[src/rtl/maiu_pkg.sv]
package maiu_pkg;
  localparam int DATA_W   = 32;
  localparam int WORD_W   = 2 * DATA_W;
  localparam int DEPTH    = 16;
  localparam int ADDR_W   = $clog2(DEPTH);
  localparam int MASK_CNT = 7;
  localparam int MSEL_W   = $clog2(MASK_CNT + 1);
  localparam int INSTR_W  = 12;
  localparam int OP_W     = 6;

  localparam logic [OP_W-1:0] OP_STEP_UP = 6'b100110;
  localparam logic [OP_W-1:0] OP_STEP_DN = 6'b100111;
  localparam logic [OP_W-1:0] OP_HPM     = 6'b000010;

  typedef struct packed {
    logic              wrEn;
    logic              rdEn;
    logic              useHpm;
    logic              stepUp;
    logic              stepDn;
    logic              half;
    logic [MSEL_W-1:0] maskSel;
  } ctrlStrobes_t;
endpackage

[src/rtl/maiu_ctrl.sv]
module maiu_ctrl
  import maiu_pkg::*;
(
  input  logic               exec,
  input  logic [INSTR_W-1:0] instr,
  input  logic               wrN,
  input  logic               halfSel,
  input  logic               matchFound,
  output ctrlStrobes_t       strb
);
  logic [OP_W-1:0] opCode;
  logic isUp, isDn, isHpm, doAccess;

  always_comb begin
    opCode   = instr[OP_W-1:0];
    isUp     = (opCode == OP_STEP_UP);
    isDn     = (opCode == OP_STEP_DN);
    isHpm    = (opCode == OP_HPM);
    doAccess = exec && (isUp || isDn || (isHpm && matchFound));

    strb.wrEn    = doAccess && !wrN;
    strb.rdEn    = doAccess && wrN;
    strb.useHpm  = isHpm;
    strb.stepUp  = exec && isUp;
    strb.stepDn  = exec && isDn;
    strb.half    = halfSel;
    strb.maskSel = instr[OP_W+MSEL_W-1:OP_W];
  end
endmodule

[src/rtl/maiu_datapath.sv]
module maiu_datapath
  import maiu_pkg::*;
(
  input  logic              clk,
  input  logic              rstN,
  input  ctrlStrobes_t      strb,
  input  logic [DATA_W-1:0] dqIn,
  input  logic              vbIn,
  input  logic [ADDR_W-1:0] matchIdx,
  input  logic              maskWe,
  input  logic [MSEL_W-1:0] maskAddr,
  input  logic [WORD_W-1:0] maskData,
  output logic [DATA_W-1:0] dqOut,
  output logic              vbOut,
  output logic              rdOe
);
  logic [WORD_W-1:0] memWord  [DEPTH];
  logic              memValid [DEPTH];
  logic [WORD_W-1:0] maskBank [MASK_CNT+1];
  logic [ADDR_W-1:0] addrReg;

  logic [ADDR_W-1:0] tgtIdx;
  logic [WORD_W-1:0] oldWord, selMask, newWord;
  logic [DATA_W-1:0] oldHalf, maskHalf, mergedHalf;

  // Mask bank: entry 0 is the permanent all-zero "no mask" value
  assign maskBank[0] = '0;
  for (genvar k = 1; k <= MASK_CNT; k++) begin : g_mask
    always_ff @(posedge clk or negedge rstN) begin
      if (!rstN)                                    maskBank[k] <= '0;
      else if (maskWe && maskAddr == MSEL_W'(k))    maskBank[k] <= maskData;
    end
  end

  always_comb begin
    tgtIdx     = strb.useHpm ? matchIdx : addrReg;
    oldWord    = memWord[tgtIdx];
    selMask    = maskBank[strb.maskSel];
    oldHalf    = strb.half ? oldWord[WORD_W-1:DATA_W] : oldWord[DATA_W-1:0];
    maskHalf   = strb.half ? selMask[WORD_W-1:DATA_W] : selMask[DATA_W-1:0];
    mergedHalf = (oldHalf & maskHalf) | (dqIn & ~maskHalf);
    newWord    = strb.half ? {mergedHalf, oldWord[DATA_W-1:0]}
                           : {oldWord[WORD_W-1:DATA_W], mergedHalf};
  end

  for (genvar e = 0; e < DEPTH; e++) begin : g_entry
    logic hit;
    assign hit = strb.wrEn && (tgtIdx == ADDR_W'(e));
    always_ff @(posedge clk or negedge rstN) begin
      if (!rstN) begin
        memWord[e]  <= '0;
        memValid[e] <= 1'b0;
      end else if (hit) begin
        memWord[e]  <= newWord;
        memValid[e] <= !vbIn;
      end
    end
  end

  always_ff @(posedge clk or negedge rstN) begin
    if (!rstN)            addrReg <= '0;
    else if (strb.stepUp) addrReg <= addrReg + 1'b1;
    else if (strb.stepDn) addrReg <= addrReg - 1'b1;
  end

  always_ff @(posedge clk or negedge rstN) begin
    if (!rstN) begin
      dqOut <= '0;
      vbOut <= 1'b1;
      rdOe  <= 1'b0;
    end else begin
      rdOe  <= strb.rdEn;
      vbOut <= strb.rdEn ? !memValid[tgtIdx] : 1'b1;
      if (strb.rdEn) dqOut <= oldHalf;
    end
  end
endmodule

[src/rtl/maiu_top.sv]
module maiu_top
  import maiu_pkg::*;
(
  input  logic               clk,
  input  logic               rstN,
  input  logic               exec,
  input  logic [INSTR_W-1:0] instr,
  input  logic               wrN,
  input  logic               halfSel,
  input  logic [DATA_W-1:0]  dqIn,
  input  logic               vbIn,
  input  logic [ADDR_W-1:0]  matchIdx,
  input  logic               matchFound,
  input  logic               maskWe,
  input  logic [MSEL_W-1:0]  maskAddr,
  input  logic [WORD_W-1:0]  maskData,
  output logic [DATA_W-1:0]  dqOut,
  output logic               vbOut,
  output logic               rdOe
);
  ctrlStrobes_t strb;

  maiu_ctrl u_ctrl (
    .exec(exec), .instr(instr), .wrN(wrN), .halfSel(halfSel),
    .matchFound(matchFound), .strb(strb)
  );

  maiu_datapath u_dp (
    .clk(clk), .rstN(rstN), .strb(strb), .dqIn(dqIn), .vbIn(vbIn),
    .matchIdx(matchIdx), .maskWe(maskWe), .maskAddr(maskAddr),
    .maskData(maskData), .dqOut(dqOut), .vbOut(vbOut), .rdOe(rdOe)
  );
endmodule

[config.mk]
export PLATFORM = sky130hd
export DESIGN_NAME = maiu_top
export DESIGN_NICKNAME = d
export VERILOG_FILES = /design/src/rtl/maiu_pkg.sv /design/src/rtl/maiu_ctrl.sv /design/src/rtl/maiu_datapath.sv /design/src/rtl/maiu_top.sv
export SDC_FILE = /design/constraint.sdc
export NUM_CORES = 2
export LEC_CHECK = 0
export BUFFER_PORTS_ARGS = -buffer_cell sky130_fd_sc_hd__buf_4
export CAP_MARGIN = 40
export CORE_MARGIN = 3
export CORE_UTILIZATION = 40
export CTS_CLUSTER_SIZE = 14
export DETAILED_ROUTE_END_ITERATION = 6
export PLACE_DENSITY = 0.55
export SYNTH_ARGS = -nofsm -noshare
export SYNTH_HDL_FRONTEND = slang
export SYNTH_SLANG_ARGS = --single-unit
[constraint.sdc]
create_clock -name clk -period 3.93 [get_ports clk]
set_clock_uncertainty 0.15 [all_clocks]
set_input_delay 0.393 -clock clk [delete_from_list [all_inputs] [get_ports clk]]
set_output_delay 0.393 -clock clk [all_outputs]
set_load 0.01 [all_outputs]
==> impl_metrics.toml <==
[worst_setup_path]
crit_path_max_fanout = 48
path_depth = 12
worst-setup-path-type = "input pin to flip-flop"
critical_path.slowest_cell = "nor4_2"
worstSetupEndpointType = "flip-flop"
worst_ep_required_time_ps = 4460
slowest_delay_ps = 740
worstSetupStartpointType = "input pin"
ff2ff_path_depth = 10
timing.critical_path.arrival_ps = 4440
worst-path-buf-inv = 5
timing.critical_path.max_delay_family = "buffers and inverters"
critical_path.cell_chain = "dlygate4sd3_1, buf_4, nor3_4, buf_4, nand2_4, buf_12, a311oi_1, o22ai_1, nor4_2, mux2i_4, buf_12, mux2_2"

[yosys]
number_of_enable_type_register_cells_in_the_synthesized_netlist = 0
syn-mean-instance-area_um2 = 11.1
synthAdderAreaFrac = 0.000604
synth-main-ff-cell = "dfrtp_1"
yosys.cell_types.count = 79
synth_xor_xnor_area_share = 0.000470
synthArstFlopShare = 1.00
synth.area.mux_share = 0.192
syn_area_mm2 = 0.0746
synth_compound_area_frac = 0.182
combinational_family_with_the_most_area_after_synthesis = "multiplexers"
ys_seq_area_frac = 0.512
yosysWarnings = 0
synthesis.instances = 6722
synth_simple_gate_area_share = 0.0718
synth_nets = 6848
synth_seq_cells = 1526

[floorplanning]
die_area_mm2 = 0.192
io-pin-count = 157
floorplan.die.height_um = 438
rows = 157
initial_core_util = 0.405
die_width_um = 438
design.core.area_mm2 = 0.184

[global_route]
grtUsageTotal = 0.268
grt_first_pass_wirelength_mm = 388
grt-ovfl-total = 0
grt_antenna_before_repair = 16
grt_start_max_net_pins = 144
first_global_vias = 57200

[routing]
routedWlPerCell_um = 27.4
postRouteAntennaNets = 0
drt_first_iter_violations = 4987
detailedRoute.firstPassIterationCount = 6
postRouteWirelength_mm = 260
via_per_inst = 6.07
num_vias = 57500
route.detailed.drc = 0

[pwr]
vdd_ir_drop_max_uv = 482
clock_power_share = 0.357
power.leakage_nw = 37.4
pwr-share-comb = 0.250
pwr-share-seq = 0.393
power.internal_mw = 30.4
power.switching_fraction = 0.325
power.density_cell_area_mw_per_mm2 = 515
power_switching_mw = 14.6

[cells_and_area]
nNetsFinal = 7004
mostFrequentLayoutCell = "dfrtp_1"
multi_input_area_mm2 = 0.0336
seqCellArea_mm2 = 0.0382
layout.filler_cells = 16900
drive_gt1_frac = 0.298
layout.core_utilization = 0.475
area_growth_pct = 17.5
fin_cells = 9485
most-common-layout-cells = "dfrtp_1, mux2_2, o21ai_0"

[cts]
numCtsBuffers = 167
clk_path_buf_depth = 3
clk-insertion-delay-late_ps = 820
h-tree-depth = 4
clk_transition_reported_paths_ps = 60
cts_tree = "done"
cts_root_buffer = "clkbuf_16"
cts_num_sinks = 1526

[run]
maxCapViolCount = 0

[sta]
worst_slew_pin_slew_ps = 953
rsz_0062_raised_after_global_routing = "no"
final.setup.tns_ps = 0
max_freq_mhz = 256
finalMaxSlewViolations = 0
timing.final.ws_setup_ps = 21.5
setup_viol = 0
hold_violation_total_from_the_final_report = 0
fin_crit_ps = 3910
maxSlewHeadroom = 0.362
min_period_over_period = 0.995

[place]
worst_setup_slack_after_placement_ps = -216
placed_cells = 9081
gp_congestion = 0.839
number_of_buffers_added_on_ports = 153
dp.final_hpwl_mm = 161

[worst_hold_path]
hold_path_class = "input pin to async pin"

[outcome]
status = "finished, final reports clean"
==> synth_stat cells (4+ instances only) <==
master / number / area [µm²]
o21ai_0: 985 / 4930
clkbuf_1: 486 / 1820
nand3_1: 50 / 250
a2111o_1: 31 / 349
buf_4: 29 / 218
a41oi_1: 114 / 998
dfrtp_1: 1525 / 38200
buf_2: 112 / 561
nand2_1: 649 / 2440
a22oi_1: 63 / 473
mux2_2: 1056 / 11900
o311ai_0: 62 / 543
buf_1: 27 / 101
nand4_1: 10 / 62.6
o211ai_1: 32 / 240
mux2i_1: 34 / 340
a22o_1: 35 / 307
mux4_2: 64 / 1440
nor4_4: 12 / 255
o31ai_1: 33 / 248
nand2b_1: 193 / 1210
mux2i_4: 21 / 473
o22ai_1: 36 / 225
clkbuf_2: 4 / 20.0
a311oi_1: 93 / 815
a2111oi_0: 31 / 272
o21a_1: 36 / 270
inv_1: 98 / 368
nor2_1: 70 / 263
and3_1: 36 / 225
mux2i_2: 10 / 138
a21oi_1: 163 / 816
a221oi_1: 31 / 272
a41oi_2: 11 / 179
a31oi_1: 65 / 407
nor4_2: 20 / 250
a211oi_1: 129 / 968
nor3_1: 33 / 165
o21ai_1: 146 / 731
o22ai_2: 26 / 325
==> stage by stage <==
step | hold slack [ps] | cell area [µm²] | power (mW)
after floorplan | -52.6 | 74600 | 23.6
after global placement | 231 | 81000 | 28.8
after detailed placement | 231 | 81100 | 29.0
after CTS | 1.69 | 87600 | 45.2
after global routing | 35.3 | 87600 | 46.7
final | 36.6 | 87600 | 45.1
==> worst register-to-register path, stage by stage, from the launching register on <==
cell and delay [ps]:
dfrtp_4 510, buf_4 250, a211oi_4 700, buf_4 520, o21ai_0 180, a41oi_1 300, nor4_4 80, buf_4 200
mux2i_4 330, buf_12 200, mux2_2 160
==> flip-flops by register name, indices dropped and copies added, names as in the netlist <==
name / flops
u_dp.memValid: 16
u_dp.maskBank: 448
u_dp.dqOut: 32
u_dp.rdOe: 1
u_dp.addrReg: 4
u_dp.memWord: 1024
u_dp.vbOut: 1
==> routing by layer <==
layer	routed length [µm]	GRT usage
met1	114000	0.377
met2	118000	0.416
met3	18200	0.0452
met4	9870	0.100
met5	82	0
==> cell families (layout without fill, tap and decap cells) <==
logic type / after synthesis / after routing
compound gates: 2141 / 2141
flops: 1526 / 1526
mux: 1185 / 1185
simple gates: 1104 / 1104
buf+inv: 759 / 1049
xor+xnor: 4 / 4
fa+ha+maj: 3 / 3
other cells: 0 / 9
==> area by class of cell <==
| type | count | share of cell area |
|---|---|---|
| Antenna cell | 9 | 0.000257 |
| Clock buffer | 246 | 0.0553 |
| Clock inverter | 57 | 0.00817 |
| Inverter | 98 | 0.00420 |
| Multi-Input combinational cell | 4437 | 0.384 |
| Sequential cell | 1526 | 0.436 |
| Tap cell | 2464 | 0.0352 |
| Timing Repair Buffer | 648 | 0.0768 |
==> final timing paths <==
path / startpoint / slack [ps] / to
setup reg to reg: u_dp.addrReg[0]$_DFFE_PN0P_ / 270 / u_dp.memWord[210]$_DFFE_PN0P_
setup / recovery: instr[0] / 20 / u_dp.memWord[216]$_DFFE_PN0P_
hold / removal: rstN / 40 / u_dp.memWord[678]$_DFFE_PN0P_
min in group clk: dqIn[23] / 40 / u_dp.memWord[631]$_DFFE_PN0P_
hold reg to reg: u_dp.memWord[361]$_DFFE_PN0P_ / 320 / u_dp.memWord[361]$_DFFE_PN0P_
max in group asynchronous: rstN / 2260 / u_dp.memWord[658]$_DFFE_PN0P_
==> power groups by stage <==
stage                     Clock [mW]  Sequential, mW  Combinational (mW)
after floorplan                    0            17.7                5.84
after global placement             0            17.9                10.9
after detailed placement           0            18.0                11.0
after CTS                       16.4            17.7                11.1
after global routing            17.0            17.9                11.8
final                           16.1            17.7                11.3
==> timing repair <==
action,4_1_cts,5_1_grt
resized for setup,0,2
hold buffers,91,0
hold endpoints to repair,1167,0
endpoints found under the setup margin,0,43
buffers inserted,0,1
Power figures use the tool's default switching activity.
